**config.mk**
```make
export PLATFORM = sky130hd
export DESIGN_NAME = clkctl_reg
export DESIGN_NICKNAME = d
export VERILOG_FILES = /design/src/rtl/clkctl_pkg.sv /design/src/rtl/clkctl_rst_sync.sv /design/src/rtl/clkctl_wr_gate.sv /design/src/rtl/clkctl_force.sv /design/src/rtl/clkctl_reg.sv
export SDC_FILE = /design/constraint.sdc
export NUM_CORES = 1
export LEC_CHECK = 0
export ABC_AREA = 1
export BUFFER_PORTS_ARGS = -buffer_cell sky130_fd_sc_hd__buf_2
export CAP_MARGIN = 25
export CORE_AREA = 2 2 39 41
export DETAILED_ROUTE_END_ITERATION = 7
export DIE_AREA = 0 0 41 43
export HOLD_SLACK_MARGIN = 0.06
export PLACE_DENSITY = 0.74
export SLEW_MARGIN = 20
export SYNTH_ARGS = -nofsm -noshare
export SYNTH_HDL_FRONTEND = slang
export SYNTH_SLANG_ARGS = --single-unit
```
**constraint.sdc**
```tcl
create_clock -name clk -period 1.5 [get_ports clk]
set_input_delay 0.375 -clock clk [delete_from_list [all_inputs] [get_ports clk]]
set_output_delay 0.375 -clock clk [all_outputs]
set_load 0.02 [all_outputs]
```
**src/rtl/clkctl_pkg.sv**
```systemverilog
package clkctl_pkg;
  localparam int REG_W = 8;

  localparam int B_CKO_LO = 0;
  localparam int B_CKO_HI = 1;
  localparam int B_WAITSTOP = 2;
  localparam int B_SUBDRV = 3;
  localparam int B_SUBEN = 4;
  localparam int B_MAINSTOP = 5;
  localparam int B_DIV8 = 6;
  localparam int B_SYSSUB = 7;

  typedef logic [REG_W-1:0] ctl_word_t;

  typedef enum logic [1:0] {
    CKO_PORT = 2'b00,
    CKO_FC   = 2'b01,
    CKO_F8   = 2'b10,
    CKO_F32  = 2'b11
  } cko_sel_e;
endpackage

```
**src/rtl/clkctl_rst_sync.sv**
```systemverilog
module clkctl_rst_sync #(
  parameter int STAGES = 2
) (
  input  logic clk,
  input  logic rst_n,
  output logic rst_n_sync
);
  logic [STAGES-1:0] chain_q;

  always_ff @(posedge clk or negedge rst_n) begin
    if (!rst_n) chain_q <= '0;
    else        chain_q <= {chain_q[STAGES-2:0], 1'b1};
  end

  assign rst_n_sync = chain_q[STAGES-1];
endmodule

```
**src/rtl/clkctl_wr_gate.sv**
```systemverilog
module clkctl_wr_gate
  import clkctl_pkg::*;
#(
  parameter ctl_word_t LOCK_MASK = 8'b1010_0100
) (
  input  ctl_word_t cur,
  input  ctl_word_t wdata,
  input  logic      wr_en,
  input  logic      prot_wen,
  input  logic      clk_lock,
  output ctl_word_t cand
);
  logic      accept;
  ctl_word_t keep_mask;

  always_comb begin
    accept    = wr_en & prot_wen;
    keep_mask = clk_lock ? LOCK_MASK : '0;
    if (accept) cand = (cur & keep_mask) | (wdata & ~keep_mask);
    else        cand = cur;
  end
endmodule

```
**src/rtl/clkctl_force.sv**
```systemverilog
module clkctl_force
  import clkctl_pkg::*;
(
  input  ctl_word_t cand,
  input  logic      stop_entry,
  input  logic      osc_run,
  output ctl_word_t forced
);
  always_comb begin
    forced = cand;
    if (stop_entry) begin
      forced[B_DIV8]   = 1'b1;
      forced[B_SUBDRV] = 1'b1;
    end
    if (!cand[B_SUBEN]) forced[B_SUBDRV] = 1'b1;
    if (cand[B_MAINSTOP] && !osc_run) forced[B_DIV8] = 1'b1;
  end
endmodule

```
**src/rtl/clkctl_reg.sv**
```systemverilog
module clkctl_reg
  import clkctl_pkg::*;
#(
  parameter ctl_word_t RESET_VAL = 8'b0100_1000,
  parameter ctl_word_t LOCK_MASK = 8'b1010_0100,
  parameter int        SYNC_STAGES = 2
) (
  input  logic       clk,
  input  logic       rst_n,
  input  logic       wr_en,
  input  logic [7:0] wr_data,
  input  logic       rd_en,
  output logic [7:0] rd_data,
  input  logic       prot_wen,
  input  logic       clk_lock,
  input  logic       stop_entry,
  input  logic       osc_run,
  output logic [1:0] clkout_sel,
  output logic       wait_periph_stop,
  output logic       sub_drive_hi,
  output logic       sub_osc_en,
  output logic       main_clk_stop,
  output logic       div8_sel,
  output logic       sys_clk_sub,
  output logic       drive_hold
);
  logic      rst_ns;
  ctl_word_t ctl_q, ctl_cand, ctl_d, ctl_view;

  clkctl_rst_sync #(.STAGES(SYNC_STAGES)) u_rst (
    .clk(clk), .rst_n(rst_n), .rst_n_sync(rst_ns)
  );

  clkctl_wr_gate #(.LOCK_MASK(LOCK_MASK)) u_gate (
    .cur(ctl_q), .wdata(wr_data), .wr_en(wr_en),
    .prot_wen(prot_wen), .clk_lock(clk_lock), .cand(ctl_cand)
  );

  clkctl_force u_force_nxt (
    .cand(ctl_cand), .stop_entry(stop_entry), .osc_run(osc_run), .forced(ctl_d)
  );

  clkctl_force u_force_view (
    .cand(ctl_q), .stop_entry(1'b0), .osc_run(osc_run), .forced(ctl_view)
  );

  always_ff @(posedge clk or negedge rst_ns) begin
    if (!rst_ns) ctl_q <= RESET_VAL;
    else         ctl_q <= ctl_d;
  end

  always_comb begin
    rd_data          = rd_en ? ctl_view : '0;
    clkout_sel       = ctl_view[B_CKO_HI:B_CKO_LO];
    wait_periph_stop = ctl_view[B_WAITSTOP];
    sub_drive_hi     = ctl_view[B_SUBDRV];
    sub_osc_en       = ctl_view[B_SUBEN];
    main_clk_stop    = ctl_view[B_MAINSTOP];
    div8_sel         = ctl_view[B_DIV8];
    sys_clk_sub      = ctl_view[B_SYSSUB];
    drive_hold       = ctl_q[B_MAINSTOP] & ~osc_run;
  end

  // blocked write with nothing forcing leaves storage unchanged
  a_r2_protect_blocks: assert property (@(posedge clk) disable iff (!rst_ns)
    (wr_en && !prot_wen && !stop_entry && osc_run && ctl_q[B_SUBEN])
      |=> $stable(ctl_q));

  // locked bits survive a protected write
  a_r4_lock_holds: assert property (@(posedge clk) disable iff (!rst_ns)
    (wr_en && prot_wen && clk_lock && !stop_entry)
      |=> ((ctl_q & LOCK_MASK) == ($past(ctl_q) & LOCK_MASK)));

  // disabled sub-oscillator implies high drive
  a_r5_subdrv_forced: assert property (@(posedge clk) disable iff (!rst_ns)
    !sub_osc_en |-> sub_drive_hi);

  // stop entry wins over any write
  a_r6_stop_force: assert property (@(posedge clk) disable iff (!rst_ns)
    stop_entry |=> (ctl_q[B_DIV8] && ctl_q[B_SUBDRV]));

  // oscillator off plus main stop holds divide-by-8 and drive
  a_r7_osc_off_hold: assert property (@(posedge clk) disable iff (!rst_ns)
    (!osc_run && main_clk_stop) |-> (div8_sel && drive_hold));

  // idle read bus is zero
  a_r9_rd_idle: assert property (@(posedge clk) disable iff (!rst_ns)
    !rd_en |-> (rd_data == 8'h00));
endmodule

```
==> key figures, run 1 <==
Setup path
  • Crit path cell chain: inv_1, a21oi_2, buf_6
  • WP data arrival: 1080 ps
  • Slowest stage delay, CP: 510 ps
  • WP data required: 1120 ps
  • CP Max Fanout: 3
  • Worst setup path category: flip-flop to primary output
  • CP Buf/Inv Count: 2
  • Slowest cell on crit path: dfstp_2
  • Crit end category: primary output
  • Reg2reg setup slack: 650 ps
  • CP startpoint kind: flip-flop
  • Top delay family on crit path: flip-flops

Placed design
  • GP Congestion: 0.754
  • DP Cell Count: 116
  • Buffers on Ports: 32
  • Worst Setup Slack post-DPL: 203 ps
  • Post-DP HPWL: 881 um

Cells and area
  • Area Growth Syn to Fin: 42.0%
  • # fillers: 132
  • Share of layout cells above drive strength 1: 0.438
  • Final std cells w/o fill: 121
  • Final net count: 122
  • Diodes inserted: 0

Synthesis
  • Commonest cells in the netlist: nand2_1 (27), inv_1 (15), dfrtp_1 (8), nand2_2 (3), nand3_1 (3)
  • Yosys top cell area share: 0.386
  • Seq cells post-synth: 10
  • Top post-synthesis cells by area: dfrtp_1 (39%), nand2_1 (20%), inv_1 (11%)
  • Syn Std Cell Area: 518 um^2
  • Ys flop type: dfrtp_1
  • Async SR Flop Fraction: 1.00
  • Synth Net Count: 86
  • Mean Syn Cell Area: 7.40 um^2
  • Post-synthesis sequential area ratio: 0.488
  • Top cell type by total area after synthesis: dfrtp_1
  • EDFF count, synth: 0
  • Yosys cell types: 15
  • Most common cell in the synthesized netlist: nand2_1
  • Synth warnings: 0
  • Syn Inst Count: 70

GRT
  • Initial antenna violation count: 0
  • Vias in the first global route: 435
  • Largest net degree at the start of global routing: 9
  • Overflow after GRT: 0
  • GRT Overall Usage: 0.151
  • First-pass GRT wire length: 1750 um

Clock network
  • Setup Buffers After CTS: 0
  • CTS Buf Count: 3
  • Clk pin slew, worst setup/hold paths: 70 ps
  • CTS max path bufs: 2
  • CTS tree: done
  • Clock Latency Late Sink: 260 ps
  • H-tree Lvls: 1
  • Clock tree sinks: 10
  • Root buf cell: clkbuf_4

Timing
  • Period minus WS final: 1450 ps
  • Post-route clock skew: 8.90 ps
  • Fmax achieved: 0.690 GHz
  • RSZ-0062 raised after global routing: true
  • Final hold vios: 0
  • Final Setup Violations: 0
  • Fin worst setup slack: 49.9 ps
  • Period utilisation layout: 0.967
  • Max Slew Vio Count: 0

Floorplanning
  • Ports: 33
  • Starting Density: 0.374
  • Die Span X: 41 um
  • Core ar.: 1380 um^2
  • DIE HEIGHT: 43 um
  • Die area: 1760 um^2
  • Cell Rows: 14

Route
  • Vias: 523
  • Vias per inst: 4.32
  • Detail Route Antenna Nets: 0
  • WL/cell: 9.12 um
  • Detailed Route WL: 1100 um
  • # DRC: 0
  • DR iter-0 viols: 6
  • DRT Pass-1 Iters: 4

Flow run
  • Max_cap viols: 0

Power
  • Clock power frac: 0.266
  • Sw frac: 0.337
  • Sequential power share: 0.449
  • PwrDens: 980 nW/um^2
  • Pleak: 0.000479 uW
  • Cell Int Power: 479 uW
  • Psw: 243 uW
  • Maximum vdd drop: 491 uV
  • Combinational power share: 0.284

Outcome
  • Outcome: completed

Hold path
  • Worst min path class: flip-flop to async pin
## cell usage in the layout (no fill, tap or decap)
cell           netlist  layout
nand3_1              3       3
buf_6                0       1
inv_1               15      14
nand2_2              3       3
o21ai_0              1       1
dfrtp_1              8       8
nand2_4              1       1
clkbuf_4             0       3
dfstp_2              2       2
buf_2                0      30
inv_2                1       2
and2_1               1       1
nand2_1             27      27
clkbuf_1             0       1
dlygate4sd3_1        0       1
buf_4                2       1
a21oi_2              0       2
conb_1               1       1
nor2_1               2       2
nor2_4               1       1
## cells by family (layout without fill, tap and decap cells)
kind of cell,count (synthesis),in the layout,synth area share
flops,10,10,0.488
buf+inv,18,53,0.145
compound gates,3,3,0.0290
simple gates,38,38,0.331
other cells,1,1,0.00724
## routing by layer
layer  up-vias  GRT usage  part of all wire
met4         0      0.120             0.011
li1        270          -                 -
met3         2     0.0471             0.056
met5         -          0                 0
met1       234      0.209              0.44
met2        17      0.188              0.49
## per-stage QoR
step / utilization / instance area [um^2] / power [uW] / hold slack (ps) / TNS (ps)
final: 0.532 / 736 / 721 / 131 / 0
after global placement: 0.494 / 683 / 525 / 129 / 0
after floorplan: - / 518 / 455 / 79.4 / 0
after detailed placement: 0.494 / 683 / 527 / 134 / 0
after CTS: 0.522 / 722 / 728 / 141 / 0
after global routing: 0.532 / 736 / 770 / 155 / -17.2
## final timing paths
| path | start | endpoint | cells past startpoint |
|---|---|---|---|
| max | ctl_q[6]$_DFFE_PN1P_ | rd_data[6] | 3 |
| min | u_rst.chain_q[1]$_DFF_PN0_ | async pin | 0 |
| max reg2reg | ctl_q[3]$_DFFE_PN1P_ | ctl_q[3]$_DFFE_PN1P_ | 4 |
| min reg2reg | u_rst.chain_q[1]$_DFF_PN0_ | async pin | 0 |
| max in group asynchronous | rst_n | u_rst.chain_q[0]$_DFF_PN0_ | 2 |
| min in group clk | wr_data[7] | flip-flop | 3 |
## worst register-to-register path, cell delays in order (launching register included)
cell and delay, ps:
dfstp_2 520, inv_2 40, nand2_1 50, o21ai_0 80
nand3_1 90
## cell type report
class,count,area (um^2),share of cell area
repair buffers,33,179,0.243
flip-flops and latches,10,253,0.344
inverters,16,60.1,0.0816
multi-input cells,42,198,0.269
clock buffers,4,26.3,0.0357
well taps,16,20.0,0.0272
## what timing repair did
item / CTS / global route
endpoints found under the hold margin: 2 / 0
hold buffers: 1 / 0
pin swaps: 1 / 0
setup endpoints to repair: 2 / 2
gates resized for setup: 1 / 5
cloned: 0 / 0
## power by group through the flow
stage,clock (uW),sequential (uW),combinational [uW]
2_1_floorplan,0,345,110
6_report,192,324,205
4_1_cts,202,324,202
5_1_grt,215,328,226
3_3_place_gp,0,328,197
3_5_place_dp,0,329,199
(Power assumes the default switching activity.)
==> run 2: changes to the inputs <==
Settings changed: CORE_AREA 2 2 39 41 to unset, CORE_MARGIN set to 1, CORE_UTILIZATION set to 46, DIE_AREA 0 0 41 43 to unset, PLACE_DENSITY 0.74 to 0.81, SYNTH_HIERARCHICAL set to 1.
==> key figures, run 2 <==
Outcome
  • Outcome: completed

Clock network
  • CTS Buf Count: 3
  • CTS tree: done
  • Clock Latency Late Sink: 260 ps
  • CTS max path bufs: 2
  • Clk pin slew, worst setup/hold paths: 60 ps
  • Clock tree sinks: 10
  • Root buf cell: clkbuf_4
  • H-tree Lvls: 1

Timing
  • Fin worst setup slack: 2.40 ps
  • Final Setup Violations: 0
  • Final hold vios: 0
  • Period minus WS final: 1500 ps
  • Post-route clock skew: 1.23 ps
  • Fmax achieved: 0.668 GHz
  • Max Slew Vio Count: 0
  • RSZ-0062 raised after global routing: true
  • Period utilisation layout: 0.998

Route
  • DR iter-0 viols: 2
  • Vias: 540
  • Highest Signal Layer: met4
  • Detail Route Antenna Nets: 0
  • Detailed Route WL: 1070 um
  • WL met1: 443 um
  • Vias per inst: 4.46
  • DRT Pass-1 Iters: 2
  • Met2 wire length: 558 um
  • WL/cell: 8.84 um
  • Met3 WL: 57 um
  • # DRC: 0

Synthesis
  • Mean Syn Cell Area: 7.48 um^2
  • Yosys cell types: 14
  • Post-synthesis sequential area ratio: 0.402
  • Ys flop type: dfrtp_1
  • Syn Inst Count: 84
  • EDFF count, synth: 0
  • Commonest cells in the netlist: nand2_1 (30), buf_4 (12), inv_1 (11), dfrtp_1 (8)
  • Seq cells post-synth: 10
  • Most common cell in the synthesized netlist: nand2_1
  • Top cell type by total area after synthesis: dfrtp_1
  • Synth warnings: 6
  • Yosys top cell area share: 0.319
  • Async SR Flop Fraction: 1.00
  • Syn Std Cell Area: 628 um^2
  • Top post-synthesis cells by area: dfrtp_1 (32%), nand2_1 (18%), buf_4 (14%)

Setup path
  • CP dominant cell by count: nand2_1
  • Slowest cell on crit path: dfstp_2
  • CP Buf/Inv Count: 2
  • Worst setup path category: flip-flop to primary output
  • FF-to-FF path depth: 4
  • WP data arrival: 1120 ps
  • WP data required: 1120 ps
  • Crit end category: primary output
  • R2R Path Start: ctl_q[6]$_DFF_PN1_
  • Top delay family on crit path: flip-flops
  • RR Endpoint: ctl_q[6]$_DFF_PN1_
  • CP startpoint kind: flip-flop
  • Crit path cell chain: nor2_1, nand2_1, nand2_1, inv_1, buf_6
  • CP Max Fanout: 2
  • Slowest stage delay, CP: 530 ps
  • Reg2reg setup slack: 730 ps

Cells and area
  • Most flops, register: ctl_q
  • Largest register FFs: 8
  • Area Growth Syn to Fin: 19.5%
  • Share of layout cells above drive strength 1: 0.393
  • Core Util, Final: 0.633
  • Diodes inserted: 0
  • Final net count: 124
  • Most frequent cells in the layout: nand2_1 (30), buf_2 (30), inv_1 (10), dfrtp_1 (8)
  • Regs by FF count: ctl_q x8, u_rst/chain_q x2

Power
  • PwrDens: 1010 nW/um^2
  • Maximum vdd drop: 829 uV
  • Pleak: 0.000483 uW

Placed design
  • Post-DP HPWL: 875 um
  • GP Congestion: 0.771
  • Worst Setup Slack post-DPL: 212 ps
  • Buffers on Ports: 32

Floorplanning
  • DIE HEIGHT: 39.0 um
  • Ports: 33
  • Die area: 1520 um^2
  • Core ar.: 1190 um^2
  • Starting Density: 0.530
  • Die Span X: 39.0 um
  • Cell Rows: 12

GRT
  • First-pass GRT wire length: 1880 um
  • GRT Overall Usage: 0.186
  • Overflow after GRT: 0
  • Largest net degree at the start of global routing: 11
  • Vias in the first global route: 478
  • Initial antenna violation count: 0

Flow run
  • Max_cap viols: 0

Hold path
  • Worst min path class: flip-flop to async pin
==> run 2: cell types whose count changed after synthesis, sizes merged <==
cell    delta
conb       +1
buf       +13
a21oi      -2
inv        -5
nand3      +3
clkinv     +1
nor2       +2
o21ai      -1
and2       -1
nand4      +3
==> run 2: worst max path at each step <==
stage | startpoint | to | cells after the start
floorplan | ctl_q[6]$_DFF_PN1_ | rd_data[6] | 4
global placement | osc_run | rd_data[6] | 7
detailed placement | osc_run | rd_data[6] | 7
CTS | ctl_q[6]$_DFF_PN1_ | rd_data[6] | 5
global route | ctl_q[6]$_DFF_PN1_ | rd_data[6] | 5
finish | ctl_q[6]$_DFF_PN1_ | rd_data[6] | 5
==> run 2: logic make-up after synthesis <==
group / after synthesis / share of synthesized area
buffers and inverters: 27 / 0.261
other: 2 / 0.0120
AND/OR/NAND/NOR: 45 / 0.325
flip-flops: 10 / 0.402
==> run 2: cell type report <==
type,instances,area (um^2)
fillers,126,435
flip-flops and latches,10,253
multi-input cells,48,215
repair buffers,33,183
inverters,12,46.3
clock buffers,4,36.3
well taps,14,17.5
==> run 2: what timing repair did <==
action,CTS,global route
setup endpoints to repair,2,2
buffers inserted,0,0
pin swaps,1,0
hold endpoints to repair,2,0
hold buffers,1,0
gates resized for setup,4,1
==> run 2: power by group <==
| part | total [uW] | internal [uW] | switching, uW |
|---|---|---|---|
| combinational | 203 | 74.8 | 128 |
| clock | 234 | 147 | 87.1 |
| sequential | 325 | 300 | 24.7 |
| total | 762 | 522 | 240 |
==> run 2: stage by stage <==
step	total power, uW	TNS (ps)	cell area, um^2	hold WS (ps)	cells
2_1_floorplan	520	0	632	79.4	85
3_3_place_gp	522	0	692	127	116
3_5_place_dp	529	0	692	134	116
4_1_cts	774	-14.9	751	135	121
5_1_grt	820	-142	751	170	121
6_report	762	0	751	126	121
==> run 2: worst register-to-register path, delay by kind of cell, from the launching register on <==
family,cells,cell delay (ps)
flip-flops,1,530
AND/OR/NAND/NOR,4,190
==> run 2: per-layer routing <==
| layer | GRT usage | vias to the layer above |
|---|---|---|
| met3 | 0.0405 | 2 |
| met4 | 0.0776 | 0 |
| li1 | - | 282 |
| met2 | 0.333 | 20 |
| met5 | 0 | - |
| met1 | 0.208 | 236 |
==> run 3: changes to the inputs <==
Settings changed: PLACE_DENSITY 0.81 to 0.86.
==> key figures, run 3 (synthesis gave the netlist of run 2 again) <==
Route
  • # DRC: 0
  • DRT Pass-1 Iters: 3
  • Vias per inst: 4.35
  • Vias: 531
  • WL/cell: 8.60 um
  • Detail Route Antenna Nets: 0
  • Detailed Route WL: 1050 um
  • DR iter-0 viols: 10

Clock network
  • Clock Latency Late Sink: 260 ps
  • H-tree Lvls: 1
  • Clock tree sinks: 10
  • CTS Buf Count: 3
  • Clk pin slew, worst setup/hold paths: 70 ps
  • CTS max path bufs: 2
  • CTS tree: done
  • Root buf cell: clkbuf_4

Cells and area
  • Area Growth Syn to Fin: 20.7%
  • Largest register FFs: 8
  • Regs by FF count: ctl_q x8, u_rst/chain_q x2
  • Final net count: 125
  • Final std cells w/o fill: 122
  • Share of layout cells above drive strength 1: 0.398
  • Diodes inserted: 0
  • # fillers: 120
  • Finished Cell Area: 758 um^2
  • Most flops, register: ctl_q
  • Core Util, Final: 0.639
  • Most frequent cells in the layout: nand2_1 (30), buf_2 (30), inv_1 (10), dfrtp_1 (8)

Setup path
  • Top delay family on crit path: flip-flops
  • R2R Path Start: ctl_q[3]$_DFF_PN1_
  • CP dominant cell by count: nand2_1
  • Worst setup path category: flip-flop to primary output
  • Reg2reg setup slack: 660 ps
  • Slowest stage delay, CP: 530 ps
  • Crit path cell chain: nor2_1, nand2_1, nand2_1, inv_1, buf_6
  • WP data arrival: 1130 ps
  • Total stage count of the critical path: 5
  • FF-to-FF path depth: 5
  • Slowest cell on crit path: dfstp_2
  • CP startpoint kind: flip-flop
  • CP Buf/Inv Count: 2
  • RR Endpoint: ctl_q[3]$_DFF_PN1_
  • WP data required: 1120 ps
  • Crit end category: primary output
  • CP Max Fanout: 2

Power
  • PwrDens: 1000 nW/um^2
  • Pleak: 0.000487 uW
  • Total Power: 762 uW
  • Maximum vdd drop: 752 uV

Floorplanning
  • DIE HEIGHT: 39.0 um
  • Die area: 1520 um^2
  • Core ar.: 1190 um^2
  • Ports: 33
  • Cell Rows: 12
  • Die Span X: 39.0 um
  • Starting Density: 0.530

Placed design
  • GP Congestion: 0.781
  • Placed cell area: 692 um^2
  • Post-DP HPWL: 836 um
  • Buffers on Ports: 32
  • DP Cell Count: 116

Outcome
  • Outcome: finished, violations left
  • Failing checks: negative setup slack

Timing
  • Period utilisation layout: 1.00
  • Final hold vios: 0
  • Period minus WS final: 1500 ps
  • Post-route clock skew: 4.90 ps
  • Final Setup Violations: 1
  • Max Slew Vio Count: 0
  • Hold WS: 129 ps
  • Fmax achieved: 0.665 GHz
  • Fin worst setup slack: -4.62 ps
  • RSZ-0062 raised after global routing: true

GRT
  • Largest net degree at the start of global routing: 11
  • Initial antenna violation count: 0
  • Vias in the first global route: 463
  • First-pass GRT wire length: 1730 um
  • Top Usage Layer GRT: met2
  • GRT Overall Usage: 0.171
  • Overflow after GRT: 0
  • Met1 Usage GRT: 0.181
  • GR Layer Usage met2: 0.304
  • Met3 usage: 0.0347

Flow run
  • Max_cap viols: 0

Hold path
  • Worst min path class: flip-flop to async pin
[run 3: cell types whose count changed in the layout (fill, tap and decap cells not counted), sizes merged]
cell / previous run / this run
buf: 32 / 33
[run 3: worst max-delay path by stage]
stage	startpoint	end	slack, ps
after floorplan	ctl_q[6]$_DFF_PN1_	rd_data[6]	200
after global placement	osc_run	rd_data[6]	260
after detailed placement	osc_run	rd_data[6]	220
after CTS	ctl_q[6]$_DFF_PN1_	rd_data[6]	-20
after global routing	ctl_q[6]$_DFF_PN1_	rd_data[6]	-70
final	ctl_q[6]$_DFF_PN1_	rd_data[6]	-5
[run 3: per-layer routing]
| layer | vias to the layer above | part of all wire |
|---|---|---|
| met3 | 0 | 0.056 |
| li1 | 282 | - |
| met5 | - | 0 |
| met2 | 21 | 0.51 |
| met1 | 228 | 0.43 |
| met4 | 0 | 0 |
[run 3: what timing repair did]
item / CTS / global route
buffers inserted: 1 / 0
hold endpoints to repair: 2 / 0
hold buffers: 1 / 0
setup endpoints to repair: 2 / 2
gates resized for setup: 4 / 1
pin swaps: 1 / 0
[run 3: per-stage QoR]
step	setup TNS [ps]	worst slack, ps
2_1_floorplan	0	197
3_3_place_gp	0	262
3_5_place_dp	0	217
4_1_cts	-19.0	-19.0
5_1_grt	-130	-67.1
6_report	-4.62	-4.62
[run 3: worst reg2reg max path, delay by kind of cell (launching register included)]
| kind | cells | cell delay (ps) |
|---|---|---|
| buffers and inverters | 1 | 90 |
| and+or+nand+nor | 4 | 170 |
| DFF | 1 | 530 |
[run 3: where the power goes]
| group | switching, uW | internal, uW |
|---|---|---|
| combinational | 128 | 75.8 |
| sequential | 23.9 | 300 |
| clock | 87.0 | 147 |
[run 3: layout make-up]
class / instances / area (um^2) / area share
timing repair buffer: 34 / 190 / 0.251
tap: 14 / 17.5 / 0.0231
multi-input combinational: 48 / 215 / 0.284
sequential: 10 / 253 / 0.333
inverter: 12 / 46.3 / 0.0611
clock buffer: 4 / 36.3 / 0.0479
